## config.mk

```make
export PLATFORM = sky130hd
export DESIGN_NAME = irq_csr_bank
export DESIGN_NICKNAME = d
export VERILOG_FILES = /design/src/rtl/irq_csr_pkg.sv /design/src/rtl/irq_wmask.sv /design/src/rtl/irq_mreg.sv /design/src/rtl/irq_view.sv /design/src/rtl/irq_csr_bank.sv
export SDC_FILE = /design/constraint.sdc
export NUM_CORES = 1
export LEC_CHECK = 0
export BUFFER_PORTS_ARGS = -buffer_cell sky130_fd_sc_hd__buf_2
export CAP_MARGIN = 20
export CELL_PAD_IN_SITES_DETAIL_PLACEMENT = 1
export CELL_PAD_IN_SITES_GLOBAL_PLACEMENT = 2
export CORE_MARGIN = 2
export CORE_UTILIZATION = 23
export CTS_CLUSTER_SIZE = 28
export DETAILED_ROUTE_END_ITERATION = 6
export GPL_TIMING_DRIVEN = 0
export PLACE_DENSITY_LB_ADDON = 0.1
export RECOVER_POWER = 100
export SYNTH_ARGS = -nofsm -noshare
export SYNTH_HDL_FRONTEND = slang
export SYNTH_SLANG_ARGS = --single-unit
```

## constraint.sdc

```tcl
create_clock -name clk_i -period 1.85 [get_ports clk_i]
set_input_delay 0.2775 -clock clk_i [delete_from_list [all_inputs] [get_ports clk_i]]
set_output_delay 0.2775 -clock clk_i [all_outputs]
set_load 0.02 [all_outputs]
```

## src/rtl/irq_csr_pkg.sv

```systemverilog
package irq_csr_pkg;
  localparam int IRQ_W = 12;
  localparam int B_USI = 0;
  localparam int B_SSI = 1;
  localparam int B_MSI = 3;
  localparam int B_UTI = 4;
  localparam int B_STI = 5;
  localparam int B_MTI = 7;
  localparam int B_UEI = 8;
  localparam int B_SEI = 9;
  localparam int B_MEI = 11;

  typedef logic [IRQ_W-1:0] irq_vec_t;

  localparam irq_vec_t M_LVL   = irq_vec_t'((1 << B_MSI) | (1 << B_MTI) | (1 << B_MEI));
  localparam irq_vec_t S_LVL   = irq_vec_t'((1 << B_SSI) | (1 << B_STI) | (1 << B_SEI));
  localparam irq_vec_t U_LVL   = irq_vec_t'((1 << B_USI) | (1 << B_UTI) | (1 << B_UEI));
  localparam irq_vec_t ALL_LVL = M_LVL | S_LVL | U_LVL;
  localparam irq_vec_t S_PEND  = irq_vec_t'(1 << B_SSI);
  localparam irq_vec_t SU_PEND = irq_vec_t'((1 << B_USI) | (1 << B_UEI));
  localparam irq_vec_t U_PEND  = irq_vec_t'(1 << B_USI);

  typedef enum logic [1:0] {
    PRIV_U   = 2'b00,
    PRIV_S   = 2'b01,
    PRIV_RSV = 2'b10,
    PRIV_M   = 2'b11
  } priv_e;

  typedef enum logic [1:0] {
    SEL_PEND   = 2'b00,
    SEL_EN     = 2'b01,
    SEL_MDELEG = 2'b10,
    SEL_SDELEG = 2'b11
  } sel_e;

  typedef struct packed {
    irq_vec_t pend;
    irq_vec_t en;
    irq_vec_t mdel;
    irq_vec_t sdel;
  } wmask_t;
endpackage

```

## src/rtl/irq_wmask.sv

```systemverilog
module irq_wmask
  import irq_csr_pkg::*;
(
  input  logic     valid_i,
  input  logic [1:0] priv_i,
  input  logic [1:0] sel_i,
  input  logic     umode_en_i,
  input  logic     uirq_en_i,
  input  irq_vec_t mdel_i,
  input  irq_vec_t sdel_i,
  output wmask_t   mask_o
);
  irq_vec_t u_mach;  // user bits visible to machine writes
  irq_vec_t u_sup;   // user bits visible to supervisor/user writes
  irq_vec_t pend_m, en_m;
  priv_e    priv;
  sel_e     sel;

  assign priv   = priv_e'(priv_i);
  assign sel    = sel_e'(sel_i);
  assign u_mach = (umode_en_i && uirq_en_i) ? U_LVL : '0;
  assign u_sup  = uirq_en_i ? U_LVL : '0;

  always_comb begin
    pend_m = '0;
    en_m   = '0;
    unique case (priv)
      PRIV_M: begin
        pend_m = S_LVL | u_mach;
        en_m   = M_LVL | S_LVL | u_mach;
      end
      PRIV_S: begin
        pend_m = (S_PEND | (SU_PEND & u_sup)) & mdel_i;
        en_m   = (S_LVL | u_sup) & mdel_i;
      end
      PRIV_U: begin
        pend_m = U_PEND & u_sup & sdel_i & mdel_i;
        en_m   = u_sup & sdel_i & mdel_i;
      end
      default: begin
        pend_m = '0;
        en_m   = '0;
      end
    endcase
  end

  always_comb begin
    mask_o = '0;
    if (valid_i) begin
      unique case (sel)
        SEL_PEND:   mask_o.pend = pend_m;
        SEL_EN:     mask_o.en   = en_m;
        SEL_MDELEG: mask_o.mdel = (priv == PRIV_M) ? (S_LVL | U_LVL) : '0;
        SEL_SDELEG: mask_o.sdel = (priv == PRIV_M || priv == PRIV_S) ? U_LVL : '0;
        default:    mask_o = '0;
      endcase
    end
  end
endmodule

```

## src/rtl/irq_mreg.sv

```systemverilog
module irq_mreg #(
  parameter int W = 12
) (
  input  logic         clk_i,
  input  logic         rst_ni,
  input  logic [W-1:0] wmask_i,
  input  logic [W-1:0] wdata_i,
  output logic [W-1:0] q_o
);
  for (genvar i = 0; i < W; i++) begin : g_bit
    always_ff @(posedge clk_i or negedge rst_ni) begin
      if (!rst_ni)         q_o[i] <= 1'b0;
      else if (wmask_i[i]) q_o[i] <= wdata_i[i];
    end
  end
endmodule

```

## src/rtl/irq_view.sv

```systemverilog
module irq_view #(
  parameter int W = 12
) (
  input  logic [W-1:0] upper_i,
  input  logic [W-1:0] deleg_i,
  output logic [W-1:0] lower_o
);
  assign lower_o = upper_i & deleg_i;
endmodule

```

## src/rtl/irq_csr_bank.sv

```systemverilog
module irq_csr_bank
  import irq_csr_pkg::*;
(
  input  logic             clk_i,
  input  logic             rst_ni,
  input  logic             umode_en_i,
  input  logic             uirq_en_i,
  input  logic [IRQ_W-1:0] irq_src_i,
  input  logic             wr_valid_i,
  input  logic [1:0]       wr_priv_i,
  input  logic [1:0]       wr_sel_i,
  input  logic [IRQ_W-1:0] wr_data_i,
  output logic [IRQ_W-1:0] m_pend_o,
  output logic [IRQ_W-1:0] m_en_o,
  output logic [IRQ_W-1:0] m_deleg_o,
  output logic [IRQ_W-1:0] s_pend_o,
  output logic [IRQ_W-1:0] s_en_o,
  output logic [IRQ_W-1:0] s_deleg_o,
  output logic [IRQ_W-1:0] u_pend_o,
  output logic [IRQ_W-1:0] u_en_o
);
  wmask_t   wm;
  irq_vec_t pend_q, en_q, mdel_q, sdel_q;

  irq_wmask i_wmask (
    .valid_i    (wr_valid_i),
    .priv_i     (wr_priv_i),
    .sel_i      (wr_sel_i),
    .umode_en_i (umode_en_i),
    .uirq_en_i  (uirq_en_i),
    .mdel_i     (mdel_q),
    .sdel_i     (sdel_q),
    .mask_o     (wm)
  );

  irq_mreg #(.W(IRQ_W)) i_pend (
    .clk_i, .rst_ni, .wmask_i(wm.pend), .wdata_i(wr_data_i), .q_o(pend_q));
  irq_mreg #(.W(IRQ_W)) i_en (
    .clk_i, .rst_ni, .wmask_i(wm.en),   .wdata_i(wr_data_i), .q_o(en_q));
  irq_mreg #(.W(IRQ_W)) i_mdel (
    .clk_i, .rst_ni, .wmask_i(wm.mdel), .wdata_i(wr_data_i), .q_o(mdel_q));
  irq_mreg #(.W(IRQ_W)) i_sdel (
    .clk_i, .rst_ni, .wmask_i(wm.sdel), .wdata_i(wr_data_i), .q_o(sdel_q));

  // hardware lines merge into the machine view; stored bits never cover M positions
  assign m_pend_o  = pend_q | (irq_src_i & ALL_LVL);
  assign m_en_o    = en_q;
  assign m_deleg_o = mdel_q;
  assign s_deleg_o = sdel_q;

  irq_view #(.W(IRQ_W)) i_s_pend (.upper_i(m_pend_o), .deleg_i(mdel_q), .lower_o(s_pend_o));
  irq_view #(.W(IRQ_W)) i_s_en   (.upper_i(en_q),     .deleg_i(mdel_q), .lower_o(s_en_o));
  irq_view #(.W(IRQ_W)) i_u_pend (.upper_i(s_pend_o), .deleg_i(sdel_q), .lower_o(u_pend_o));
  irq_view #(.W(IRQ_W)) i_u_en   (.upper_i(s_en_o),   .deleg_i(sdel_q), .lower_o(u_en_o));
endmodule

```

==> results.json <==
{
  "status": "finished, final reports clean",
  "critPathTopFamily": "simple AND/OR/NAND/NOR gates",
  "critPathKind": "reg -> out",
  "tightest_slew_ps": 618,
  "portBuffers": 67,
  "cp_slowest_cell": "dfrtp_1",
  "synth_commonest_cells": "buf_4, dfrtp_1, mux2_2",
  "grt_max_degree": 25,
  "cts_tree": "yes",
  "grt_usage": 0.101,
  "drt-initial-drc-count": 21,
  "yosys.area.top_type": "dfrtp_1",
  "finalPower_mw": 1.95,
  "overflow": 0,
  "crit_path_end_kind": "output port",
  "initial_core_util": 0.235,
  "fp-row-count": 31,
  "ir_worst_vdd_v": 0.000447,
  "ant_nets": 0,
  "vias": 1390,
  "dieArea_um2": 8020,
  "drv_cap": 0,
  "async_reset_ff_frac": 1.00,
  "grt_pass1_vias": 1251,
  "routed_via_density": 3.60,
  "worstSkewPairLatency_ps": 270,
  "p_leak_nw": 1.19,
  "max_freq_ghz": 0.640,
  "drc": 0,
  "yosysMostFrequentCell": "buf_4",
  "setup_violations": 0,
  "dpl.hpwl_um": 3390,
  "htreeDepth": 1,
  "switchingPower_mw": 0.793,
  "wl_per_cell_um": 10.5,
  "power_frac_comb": 0.426,
  "synth_cell_types": 29,
  "clock_power_share": 0.185,
  "relSlewSlack": 0.588,
  "ys_ff_latch": 24,
  "power_report.internal_total_mw": 1.16,
  "cts_buffers": 3,
  "slew_viol_final": 0,
  "slowest_delay_ps": 380,
  "die_x_um": 89.6,
  "yosysWarnings": 0,
  "start_kind": "register",
  "netSwitchingFraction": 0.407,
  "synth-seq-area-share": 0.357,
  "dr.pass1.iters": 2,
  "antenna_found_initial": 0,
  "synth_area_leaders": "dfrtp_1, buf_4, mux2_2",
  "min_path_type": "in -> reg",
  "cts_buffer_depth": 2,
  "cts_root_buf": "clkbuf_8",
  "syn-instance-count": 165,
  "ctsResizeCount": 0,
  "synthFlopType": "dfrtp_1",
  "crit_required_ps": 1570,
  "finalCritPeriodShare": 0.845,
  "cp.arrival_ps": 1290,
  "period_needed_ps": 1560,
  "worst-path-max-fanout": 3,
  "drive_gt1_frac": 0.411,
  "power_frac_seq": 0.389,
  "diodes": 0,
  "clkTransAtPathRegs_ps": 90,
  "synth.avg_cell_area_um2": 10.2,
  "ios": 129,
  "synth_top_area_frac": 0.357,
  "n_fill_cell": 915,
  "synth-edff-count": 0,
  "wl_um": 4060,
  "fin_setup_tns_ps": 0,
  "clkSinkCount": 24,
  "post_cts_buffers": 0,
  "worst-path-buf-inv": 1,
  "clock_skew_ps": 5.09,
  "place.gp.congestion": 0.677,
  "syn_to_final_growth_pct": 38.4,
  "cp_cell_sequence": "or2_2, and3_1, clkbuf_1",
  "grt_pass1_wl_um": 6330,
  "coreArea_um2": 7180,
  "finalHoldViolations": 0,
  "p_per_area_nw_per_um2": 837,
  "nets": 321,
  "synthesis.area_um2": 1680,
  "rsz0062_at_grt": "false",
  "die_h_um": 89.6
}
[metal layers]
layer  part of all wire  track usage
met1               0.45        0.138
met2               0.43        0.158
met3               0.12       0.0338
met4             0.0020       0.0163
met5                  0            0
[what timing repair did]
item / CTS / global route
endpoints found under the setup margin: 0 / 0
hold buffers: 1 / 0
hold endpoints to repair: 4 / 0
[cell families (layout without fill, tap and decap cells)]
logic type,count (synthesis),in the layout,synth area share
flip-flops,24,24,0.357
AO/OA/AOI/OAI,8,8,0.0275
multiplexers,24,24,0.163
other,1,51,0.00223
AND/OR/NAND/NOR,52,52,0.204
buffers and inverters,56,128,0.247
[final cells by class]
type                    count  area (um^2)  share of cell area
multi-input cells         135          846               0.363
flip-flops and latches     24          601               0.258
plain buffers              56          413               0.177
repair buffers             68          293               0.126
well taps                  99          124              0.0531
clock buffers               4         55.1              0.0236
[registers in the layout, summed over array words and instances, names as in the netlist]
register,cells
i_en.q_o,9
i_mdel.q_o,6
i_pend.q_o,6
i_sdel.q_o,3
[metrics by stage]
| step | setup WS, ps | cell area, um^2 | util | instances | hold WS [ps] |
|---|---|---|---|---|---|
| final | 287 | 2330 | 0.325 | 386 | 237 |
| after global placement | 234 | 2330 | 0.325 | 381 | 308 |
| after floorplan | 510 | 1870 | - | 215 | -18.1 |
| after CTS | 274 | 2400 | 0.334 | 386 | 223 |
| after global routing | 158 | 2330 | 0.325 | 386 | 224 |
| after detailed placement | 219 | 2330 | 0.325 | 381 | 306 |
[worst register-to-register path, delay by kind of cell, from the launching register on]
kind            cells  cell delay (ps)
compound gates      2              260
mux                 1              350
simple gates        1              200
flops               1              460
[power by group through the flow]
stage,Sequential (mW),Combinational (mW),Clock (mW)
after floorplan,0.861,0.517,0
after global placement,0.768,0.883,0
after detailed placement,0.771,0.886,0
after CTS,0.762,0.889,0.388
after global routing,0.791,0.906,0.406
final,0.758,0.832,0.361
[cells in the final DEF (no fill, tap or decap), drive strengths merged]
| master | n |
|---|---|
| a21oi | 4 |
| and2 | 13 |
| and2b | 1 |
| and3 | 6 |
| buf | 78 |
| clkbuf | 49 |
| conb | 51 |
| dfrtp | 24 |
| dlygate4sd3 | 1 |
| mux2 | 24 |
| nand2 | 3 |
| nand3 | 2 |
| nand3b | 5 |
| nand4 | 1 |
| nand4b | 1 |
| nor2 | 7 |
| nor2b | 3 |
| nor3 | 2 |
| nor3b | 2 |
| o21a | 1 |
| o21ai | 3 |
| or2 | 6 |
[worst paths after layout]
| kind | slack (ps) | endpoint | startpoint | cells after the start |
|---|---|---|---|---|
| max in group asynchronous | 910 | i_mdel.q_o[0]$_DFFE_PN0P_ | rst_ni | 2 |
| max reg2reg | 470 | i_pend.q_o[0]$_DFFE_PN0P_ | i_mdel.q_o[0]$_DFFE_PN0P_ | 4 |
| min | 240 | i_en.q_o[3]$_DFFE_PN0P_ | wr_data_i[3] | 2 |
| max | 290 | u_pend_o[8] | i_pend.q_o[8]$_DFFE_PN0P_ | 3 |
| min in group asynchronous | 540 | i_en.q_o[7]$_DFFE_PN0P_ | rst_ni | 2 |
| min reg2reg | 490 | i_pend.q_o[4]$_DFFE_PN0P_ | i_pend.q_o[4]$_DFFE_PN0P_ | 1 |
No activity file was read; power rests on OpenSTA's default activity.
